`config.mk`:
```
export PLATFORM = sky130hd
export DESIGN_NAME = sync_read_stage
export DESIGN_NICKNAME = d
export VERILOG_FILES = /design/src/rtl/srs_pkg.sv /design/src/rtl/srs_decide.sv /design/src/rtl/srs_flop.sv /design/src/rtl/sync_read_stage.sv
export SDC_FILE = /design/constraint.sdc
export NUM_CORES = 1
export LEC_CHECK = 0
export BUFFER_PORTS_ARGS = -buffer_cell sky130_fd_sc_hd__buf_2
export CORE_AREA = 4 4 41 43
export DETAILED_ROUTE_END_ITERATION = 10
export DIE_AREA = 0 0 45 47
export PLACE_DENSITY = 0.64
export SLEW_MARGIN = 10
export SYNTH_ARGS = -nofsm -noshare
export SYNTH_HDL_FRONTEND = slang
export SYNTH_HIERARCHICAL = 1
export SYNTH_SLANG_ARGS = --single-unit
```
`constraint.sdc`:
```
create_clock -name clk -period 0.9 [get_ports clk]
set_input_delay 0.135 -clock clk [delete_from_list [all_inputs] [get_ports clk]]
set_output_delay 0.135 -clock clk [all_outputs]
set_load 0.03 [all_outputs]
```
`src/rtl/srs_pkg.sv`:
```
package srs_pkg;

  typedef enum logic [1:0] {
    ACT_KEEP = 2'd0,
    ACT_TAKE = 2'd1,
    ACT_CLR  = 2'd2
  } srs_act_e;

  // Decide what an active edge does, given the priority mode.
  function automatic srs_act_e pick_action(input logic ce_gates_clr,
                                           input logic ce,
                                           input logic sclr);
    srs_act_e a;
    if (ce_gates_clr) begin
      if (!ce)       a = ACT_KEEP;
      else if (sclr) a = ACT_CLR;
      else           a = ACT_TAKE;
    end else begin
      if (sclr)      a = ACT_CLR;
      else if (ce)   a = ACT_TAKE;
      else           a = ACT_KEEP;
    end
    return a;
  endfunction

endpackage

```
`src/rtl/srs_decide.sv`:
```
module srs_decide
  import srs_pkg::*;
#(
  parameter int unsigned     WIDTH        = 8,
  parameter bit              CE_GATES_CLR = 1'b1,
  parameter logic [WIDTH-1:0] SCLR_VAL    = '0
) (
  input  logic             ce,
  input  logic             sclr,
  input  logic [WIDTH-1:0] rd_raw,
  output logic             upd,
  output logic             clr_evt,
  output logic [WIDTH-1:0] nxt
);

  srs_act_e act;

  always_comb begin
    act     = pick_action(CE_GATES_CLR, ce, sclr);
    upd     = (act != ACT_KEEP);
    clr_evt = (act == ACT_CLR);
    nxt     = clr_evt ? SCLR_VAL : rd_raw;
  end

endmodule

```
`src/rtl/srs_flop.sv`:
```
module srs_flop #(
  parameter int unsigned      WIDTH     = 8,
  parameter bit               RISE_EDGE = 1'b1,
  parameter logic [WIDTH-1:0] ARST_VAL  = '0,
  parameter logic [WIDTH-1:0] PWRUP_VAL = '0
) (
  input  logic             clk,
  input  logic             arst,
  input  logic             upd,
  input  logic [WIDTH-1:0] nxt,
  output logic [WIDTH-1:0] q
);

  logic [WIDTH-1:0] q_r = PWRUP_VAL;

  generate
    if (RISE_EDGE) begin : g_rise
      always_ff @(posedge clk or posedge arst) begin
        if (arst)     q_r <= ARST_VAL;
        else if (upd) q_r <= nxt;
      end
    end else begin : g_fall
      always_ff @(negedge clk or posedge arst) begin
        if (arst)     q_r <= ARST_VAL;
        else if (upd) q_r <= nxt;
      end
    end
  endgenerate

  assign q = q_r;

endmodule

```
`src/rtl/sync_read_stage.sv`:
```
module sync_read_stage #(
  parameter int unsigned      WIDTH        = 8,
  parameter bit               RISE_EDGE    = 1'b1,
  parameter bit               CE_GATES_CLR = 1'b1,
  parameter logic [WIDTH-1:0] ARST_VAL     = 8'h00,
  parameter logic [WIDTH-1:0] SCLR_VAL     = 8'h00,
  parameter logic [WIDTH-1:0] PWRUP_VAL    = 8'h00
) (
  input  logic             clk,
  input  logic             arst,
  input  logic             sclr,
  input  logic             ce,
  input  logic [WIDTH-1:0] rd_raw,
  output logic [WIDTH-1:0] rd_q
);

  // Named internal events, brought out for the checker.
  logic             ev_update;
  logic             ev_clear;
  logic [WIDTH-1:0] nxt_word;

  srs_decide #(
    .WIDTH       (WIDTH),
    .CE_GATES_CLR(CE_GATES_CLR),
    .SCLR_VAL    (SCLR_VAL)
  ) u_decide (
    .ce      (ce),
    .sclr    (sclr),
    .rd_raw  (rd_raw),
    .upd     (ev_update),
    .clr_evt (ev_clear),
    .nxt     (nxt_word)
  );

  srs_flop #(
    .WIDTH    (WIDTH),
    .RISE_EDGE(RISE_EDGE),
    .ARST_VAL (ARST_VAL),
    .PWRUP_VAL(PWRUP_VAL)
  ) u_flop (
    .clk (clk),
    .arst(arst),
    .upd (ev_update),
    .nxt (nxt_word),
    .q   (rd_q)
  );

endmodule

```
==> results of run 1 <==
==> layout make-up <==
type	instances	area share
inverters	1	0.00585
well taps	15	0.0292
multi-input cells	16	0.281
clock buffers	3	0.0351
repair buffers	26	0.337
flip-flops and latches	8	0.312
==> routing by layer <==
metal	track usage	vias to the layer above	part of all wire
met1	0.113	140	0.43
met5	0	-	0
met4	0.0526	0	0
met3	0.0498	0	0.037
met2	0.141	5	0.53
li1	-	148	-
==> metrics by stage <==
step	TNS, ns	cell area (um^2)
floorplan	0	399
global placement	0	518
global route	-0.413	642
CTS	-0.173	623
detailed placement	0	518
finish	-0.116	642
==> report_power, final <==
part | internal (mW) | switching [mW]
logic | 0.200 | 0.151
clock network | 0.152 | 0.119
registers | 0.400 | 0.0289
==> what timing repair did <==
action | 4_1_cts | 5_1_grt
endpoints found under the hold margin | 8 | 0
hold buffers | 1 | 0
resized for setup | 16 | 1
setup buffers | 3 | 2
endpoints found under the setup margin | 8 | 11
pin swaps | 0 | 0
==> placed cells by master, fill, tap and decap left out <==
cell type       n
dlygate4sd3_1   1
inv_1           1
buf_12          1
buf_6           9
a21boi_0        8
buf_2          11
clkbuf_4        3
buf_4           4
dfrtp_1         8
mux2_4          8
==> worst max path at each step <==
stage | start | endpoint | slack (ns) | cells past startpoint
floorplan | u_flop/q[0] | u_flop/q[0] | 0.01 | 1
global placement | ce | u_flop/q[4] | 0.05 | 4
detailed placement | ce | u_flop/q[1] | 0.04 | 4
CTS | u_flop/q[2] | rd_q[2] | -0.04 | 1
global route | u_flop/q[2] | rd_q[2] | -0.06 | 1
finish | u_flop/q[2] | rd_q[2] | -0.02 | 1
==> impl_metrics.csv, run 1 <==
group,metric,value,unit
clocking,htree_levels,1,
setup_path,cp_slowest_stage_delay,0.39,ns
power_and_ir_drop,power.total,1.05,mW
drt,viasPerCell,4.25,
setup_path,arrival,0.79,ns
layout,ff_latch_area,200,um^2
setup_path,r2r_end,"u_flop/q[2]",
clocking,cts-root-buf,"clkbuf_4",
global_route,grtUsageTotal,0.0959,
floorplan,core-area,0.00130,mm^2
setup_path,reg2reg_from,"u_flop/q[2]",
synth,syn-num-nets,39,
global_route,overflow,0,
floorplan,dieWidth,45,um
floorplan,initial_core_util,0.307,
setup_path,cp-end-kind,"output pin",
place,place.gp.congestion,0.640,
power_and_ir_drop,power.density,1640,mW/mm^2
setup_path,critPathSlowestCell,"dfrtp_1",
layout,largest_reg_flops,8,
worst_hold_path,min_path_cells,3,
drt,wl_per_cell,12.2,um
layout,finalNonFillerCells,69,
layout,syn_to_final_growth,60.8,%
layout,multi_input_area,180,um^2
clocking,clock_latency,0.25,ns
layout,final_util,0.493,
setup_path,path_max_fanout,2,
setup_path,critPathBufInv,1,
worst_hold_path,hp-class,"input port to flip-flop",
place,dp_slack,0.0358,ns
synth,netlist_area,399,um^2
drt,dr_total_vias,293,
clocking,cts_buffers,3,
synth,ys_warn_count,6,
floorplan,io-pin-count,20,
synth,netlist_instances,27,
drt,wirelength,844,um
clocking,cts_tree,"yes",
floorplan,die_h,47,um
global_route,antenna_found_initial,0,
setup_path,r2r_cells,2,
layout,fillers,122,
synth,avgSynthCellArea,14.8,um^2
status,violations,"negative setup slack",
job,maxCapViolCount,0,
clocking,clk_pin_slew,0.06,ns
setup_path,crit_required,0.76,ns
timing,setup_viol_count_final,8,
global_route,grt_max_degree,17,
timing,max_freq,1.08,GHz
layout,diodes,0,
global_route,first_global_vias,298,
place,dp_hpwl,615,um
clocking,clock_sinks,8,
worst_hold_path,hold_path_end,"u_flop/q[5]",
setup_path,crit_chain,"buf_6",
layout,final_nets,68,
timing,slew_headroom,0.798,
setup_path,path_delay_family,"flip-flops",
drt,drt_iter0_markers,5,
power_and_ir_drop,leakage,0.334,nW
timing,finalCriticalPeriod,0.923,ns
global_route,grt_first_pass_wirelength,1370,um
setup_path,setup.worst_path.class,"flip-flop to output pin",
timing,tightest_slew,0.302,ns
timing,finalHoldViolations,0,
setup_path,start_kind,"flip-flop",
place,placed_cells,60,
timing,finalClockSkew,0,ns
timing,grt_setup_unrepaired,"true",
timing,drv_slew,0,
drt,dr.pass1.iters,2,
timing,timing.final.ws_setup,-0.0233,ns
status,status,"complete, but fails checks",
drt,ant_nets,0,
setup_path,r2r_setup_slack,0,ns
layout,drive_gt1_frac,0.667,
drt,drc,0,
floorplan,dieArea,0.00212,mm^2
clocking,clk_path_buf_depth,2,
power_and_ir_drop,irDropWorstVdd,953,uV
timing,hold_slack,0.303,ns
floorplan,fp-row-count,13,
worst_hold_path,worstHoldStart,"rd_raw[5]",
timing,fin_crit_sh,1.03,
place,portBuffers,19,
No activity file was read; power rests on OpenSTA's default activity.
==> inputs of run 2 (changes only) <==
--- a/config.mk
+++ b/config.mk
@@ -7,7 +7,8 @@
 export LEC_CHECK = 0
 export BUFFER_PORTS_ARGS = -buffer_cell sky130_fd_sc_hd__buf_2
-export CORE_AREA = 4 4 41 43
+export CORE_AREA = 2 2 39 41
 export DETAILED_ROUTE_END_ITERATION = 10
-export DIE_AREA = 0 0 45 47
+export DIE_AREA = 0 0 41 43
+export MAX_ROUTING_LAYER = met4
 export PLACE_DENSITY = 0.64
 export SLEW_MARGIN = 10
==> constraint.sdc (replaced) <==
create_clock -name clk -period 0.9 [get_ports clk]
set_input_delay 0.135 -clock clk [delete_from_list [all_inputs] [get_ports clk]]
set_output_delay 0.135 -clock clk [all_outputs]
set_load 0.005 [all_outputs]
==> run 2 against run 1 <==
  * The run now ends clean
  * Via count grew 2.4%
  * Sequential share of layout area is 4.0 points higher
  * Global-route usage increased by 1.3 points
  * Clock-buffer cell count stayed put
  * Power fell by 14%
  * Flip-flop and latch count unchanged
==> impl_metrics.csv, run 2 (synthesis results as in run 1) <==
group,metric,value,unit
setup_path,r2r_setup_slack,0.03,ns
place,portBuffers,19,
drt,drt_iter0_markers,2,
timing,max_freq,1.12,GHz
place,place_area,499,um^2
global_route,antenna_found_initial,0,
setup_path,path_max_fanout,2,
floorplan,die_h,43,um
timing,hold_slack,0.300,ns
layout,layout_commonest_cell,"buf_2",
layout,finalNonFillerCells,69,
worst_hold_path,hold_path_end,"u_flop/q[1]",
timing,finalClockSkew,0,ns
timing,fin_tns_setup,0,ns
clocking,clk_pin_slew,0.06,ns
drt,ant_nets,0,
floorplan,fp-row-count,14,
floorplan,dieWidth,41,um
setup_path,critPathBufInv,1,
global_route,grtUsageTotal,0.109,
worst_hold_path,hp-class,"input port to flip-flop",
drt,wirelength,775,um
setup_path,crit_required,0.76,ns
clocking,cts_buffers,3,
clocking,cts_tree,"yes",
layout,final_cell_area,569,um^2
floorplan,core-area,0.00138,mm^2
drt,viasPerCell,4.35,
setup_path,r2r_end,"u_flop/q[3]",
timing,finalHoldViolations,0,
clocking,cts-root-buf,"clkbuf_4",
setup_path,critPathSlowestCell,"dfrtp_1",
power_and_ir_drop,power.density,1590,mW/mm^2
floorplan,io-pin-count,20,
setup_path,arrival,0.76,ns
power_and_ir_drop,irDropWorstVdd,659,uV
drt,dr.pass1.iters,2,
drt,dr_total_vias,300,
setup_path,cp-end-kind,"output pin",
clocking,clk_path_buf_depth,2,
clocking,clock_sinks,8,
setup_path,reg2reg_from,"u_flop/q[3]",
worst_hold_path,worstHoldStart,"rd_raw[1]",
setup_path,crit_chain,"buf_2",
timing,fin_crit_sh,0.991,
setup_path,cp_num_cells,1,
layout,final_cell_mix,"buf_2 (19), a21boi_0 (8), mux2_4 (8), dfrtp_1 (8), buf_4 (5)",
timing,drv_slew,0,
drt,drc,0,
setup_path,path_delay_family,"flip-flops",
layout,drive_gt1_frac,0.660,
floorplan,initial_core_util,0.288,
floorplan,dieArea,0.00176,mm^2
power_and_ir_drop,leakage,0.310,nW
global_route,grt_first_pass_wirelength,1230,um
worst_hold_path,min_path_cells,3,
layout,syn_to_final_growth,42.6,%
setup_path,cp_slowest_stage_delay,0.38,ns
timing,finalCriticalPeriod,0.892,ns
timing,grt_setup_unrepaired,"true",
place,place.gp.congestion,0.666,
status,status,"finished clean",
setup_path,start_kind,"flip-flop",
timing,setup_viol_count_final,0,
job,maxCapViolCount,0,
timing,tightest_slew,0.346,ns
drt,wl_per_cell,11.2,um
setup_path,r2r_cells,2,
layout,diodes,0,
timing,slew_headroom,0.770,
layout,final_nets,67,
place,placed_cells,60,
setup_path,setup.worst_path.class,"flip-flop to output pin",
clocking,htree_levels,1,
global_route,first_global_vias,272,
clocking,clock_latency,0.25,ns
setup_path,worstSetupStartpoint,"u_flop/q[4]",
layout,largest_reg_flops,8,
global_route,overflow,0,
global_route,grt_max_degree,17,
[run 2: metrics by stage]
stage	power [mW]	utilization	worst slack [ns]
floorplan	0.526	-	0.117
global placement	0.595	0.361	-0.0525
detailed placement	0.600	0.361	-0.0991
CTS	0.909	0.401	-0.00489
global route	0.955	0.411	-0.0251
finish	0.904	0.411	0.00814
[run 2: final cells by class]
class | count | area (um^2)
Tap cell | 16 | 20.0
Clock buffer | 3 | 22.5
Multi-Input combinational cell | 16 | 180
Fill cell | 136 | 815
Inverter | 1 | 3.75
Sequential cell | 8 | 200
Timing Repair Buffer | 25 | 143
[run 2: metal layers]
metal  global-route usage  wire length (um)
met1                0.155               349
met2                0.125               353
met3               0.0314                73
met4               0.0800                 0
met5                    -                 0
[run 2: worst max-delay path by stage]
| stage | end |
|---|---|
| 5_1_grt | rd_q[5] |
| 3_3_place_gp | u_flop/q[5] |
| 3_5_place_dp | u_flop/q[2] |
| 6_report | rd_q[4] |
| 4_1_cts | rd_q[4] |
| 2_1_floorplan | u_flop/q[0] |
[run 2: where the power goes]
part	total, mW	switching [mW]	leakage (nW)	internal, mW
sequential	0.417	0.0181	0.0984	0.399
clock	0.277	0.124	0.0138	0.153
combinational	0.210	0.0694	0.198	0.140
total	0.904	0.212	0.310	0.692
[run 2: repair_timing]
action / 4_1_cts / 5_1_grt
gates resized for setup: 0 / 0
endpoints found under the hold margin: 8 / 0
buffers inserted: 3 / 2
pin swaps: 0 / 0
hold buffers: 1 / 0
setup endpoints to repair: 4 / 9
==> inputs of run 3 (changes only) <==
==> constraint.sdc (replaced) <==
create_clock -name clk -period 0.9 [get_ports clk]
set_input_delay 0.09 -clock clk [delete_from_list [all_inputs] [get_ports clk]]
set_output_delay 0.09 -clock clk [all_outputs]
set_load 0.005 [all_outputs]
==> run 3 against run 2 <==
  * Register-to-register slack improved by 0.11 ns
  * Non-clock buffer count fell by 5
  * Hold slack got worse by 0.038 ns
  * Sequential power barely moved
  * Combinational power fell by 18%
  * First-iteration DRC count fell by 100%
  * Die area did not move
  * Clock skew did not move
  * Cell area fell by 6.6%
  * Sequential share of layout area rose by 2.5 points
  * Critical path type unchanged
  * Largest cell class unchanged
==> impl_metrics.csv, run 3 (synthesis results as in run 1) <==
group,metric,value,unit
power_and_ir_drop,power.density,1640,mW/mm^2
layout,final_cell_area,532,um^2
timing,finalClockSkew,0,ns
drt,ant_nets,0,
clocking,htree_levels,1,
layout,drive_gt1_frac,0.625,
power_and_ir_drop,power.internal,664,uW
power_and_ir_drop,power.switching,206,uW
drt,wirelength,756,um
layout,diodes,0,
power_and_ir_drop,combPwrFrac,0.199,
clocking,cts_tree,"yes",
clocking,clock_latency,0.25,ns
floorplan,initial_core_util,0.288,
drt,dr_total_vias,280,
worst_hold_path,min_path_cells,3,
place,placed_cells,60,
power_and_ir_drop,leakage,0.285,nW
global_route,overflow,0,
layout,largest_reg_flops,8,
layout,syn_to_final_growth,33.2,%
clocking,cts_buffers,3,
setup_path,path_delay_family,"flip-flops",
setup_path,r2r_cells,1,
worst_hold_path,hp-class,"input port to flip-flop",
floorplan,dieArea,0.00176,mm^2
place,place_area,499,um^2
place,portBuffers,19,
timing,finalCriticalPeriod,0.852,ns
clocking,cts_setup_buffers,0,
power_and_ir_drop,p_clk_frac,0.318,
timing,tightest_slew,0.344,ns
drt,drc,0,
setup_path,cp_num_cells,1,
timing,fin_crit_sh,0.947,
drt,wl_per_cell,11.8,um
timing,slew_headroom,0.771,
power_and_ir_drop,irDropWorstVdd,658,uV
global_route,grt_first_pass_wirelength,1230,um
place,place.gp.congestion,0.665,
drt,viasPerCell,4.38,
layout,finalNonFillerCells,64,
setup_path,critPathBufInv,1,
layout,final_cell_mix,"buf_2 (19), a21boi_0 (8), mux2_4 (8), dfrtp_1 (8), clkbuf_4 (3)",
power_and_ir_drop,swShare,0.237,
setup_path,cp-end-kind,"output pin",
clocking,cts-root-buf,"clkbuf_4",
setup_path,cp_slowest_stage_delay,0.38,ns
layout,fillers,135,
job,maxCapViolCount,0,
setup_path,crit_required,0.81,ns
timing,max_freq,1.17,GHz
clocking,clock_sinks,8,
power_and_ir_drop,p_seq_frac,0.483,
floorplan,io-pin-count,20,
setup_path,crit_chain,"buf_2",
global_route,first_global_vias,270,
status,status,"finished clean",
floorplan,dieWidth,41,um
timing,grt_setup_unrepaired,"false",
drt,dr.pass1.iters,1,
global_route,grt_max_degree,17,
timing,drv_slew,0,
timing,hold_slack,0.262,ns
floorplan,fp-row-count,14,
setup_path,arrival,0.76,ns
setup_path,start_kind,"flip-flop",
global_route,grtUsageTotal,0.109,
setup_path,setup.worst_path.class,"flip-flop to output pin",
setup_path,path_max_fanout,2,
floorplan,core-area,0.00138,mm^2
global_route,antenna_found_initial,0,
floorplan,die_h,43,um
layout,layout_commonest_cell,"buf_2",
drt,drt_iter0_markers,0,
timing,fin_tns_setup,0,ns
timing,setup_viol_count_final,0,
clocking,clk_path_buf_depth,2,
timing,finalHoldViolations,0,
clocking,clk_pin_slew,0.06,ns
setup_path,critPathSlowestCell,"dfrtp_1",
layout,final_nets,62,
==> run 3: per-stage QoR <==
step	total power, mW	utilization	setup WS, ns
final	0.870	0.384	0.0480
after global routing	0.919	0.384	0.0141
after CTS	0.888	0.384	0.0332
after detailed placement	0.600	0.361	-0.0541
after global placement	0.595	0.361	-0.00749
after floorplan	0.526	-	0.152
==> run 3: per-layer routing <==
layer,wire length (um),GRT usage,vias to the layer above,share of wire
met5,0,-,-,0
met3,73,0.0314,0,0.097
met2,328,0.125,13,0.43
li1,-,-,137,-
met4,0,0.0800,0,0
met1,355,0.155,130,0.47
==> run 3: worst paths after layout <==
kind	startpoint	to	slack (ns)
max	u_flop/q[3]	rd_q[3]	0.05
max reg2reg	u_flop/q[2]	u_flop/q[2]	0.14
max in group asynchronous	arst	u_flop/q[7]	0.33
min	rd_raw[7]	u_flop/q[7]	0.26
min reg2reg	u_flop/q[1]	u_flop/q[1]	0.51
min in group asynchronous	arst	u_flop/q[5]	0.33
==> run 3: area by class of cell <==
class,count,area [um^2],share of cell area
multi-input combinational,16,180,0.339
tap,16,20.0,0.0376
sequential,8,200,0.376
inverter,1,3.75,0.00706
clock buffer,3,22.5,0.0424
timing repair buffer,20,105,0.198
==> run 3: power by group through the flow <==
stage	Sequential, mW	Clock, mW	Combinational [mW]
after floorplan	0.429	0	0.0969
after global placement	0.427	0	0.168
after detailed placement	0.427	0	0.173
after CTS	0.422	0.290	0.177
after global routing	0.426	0.301	0.192
final	0.420	0.277	0.173
==> run 3: repair_timing <==
item,in CTS,in global routing
hold buffers,1,0
resized for setup,0,0
hold endpoints to repair,8,0
==> run 3: tightest hold or removal path: stages <==
cell and delay [ns]:
buf_2 0.07, a21boi_0 0.16, mux2_4 0.16
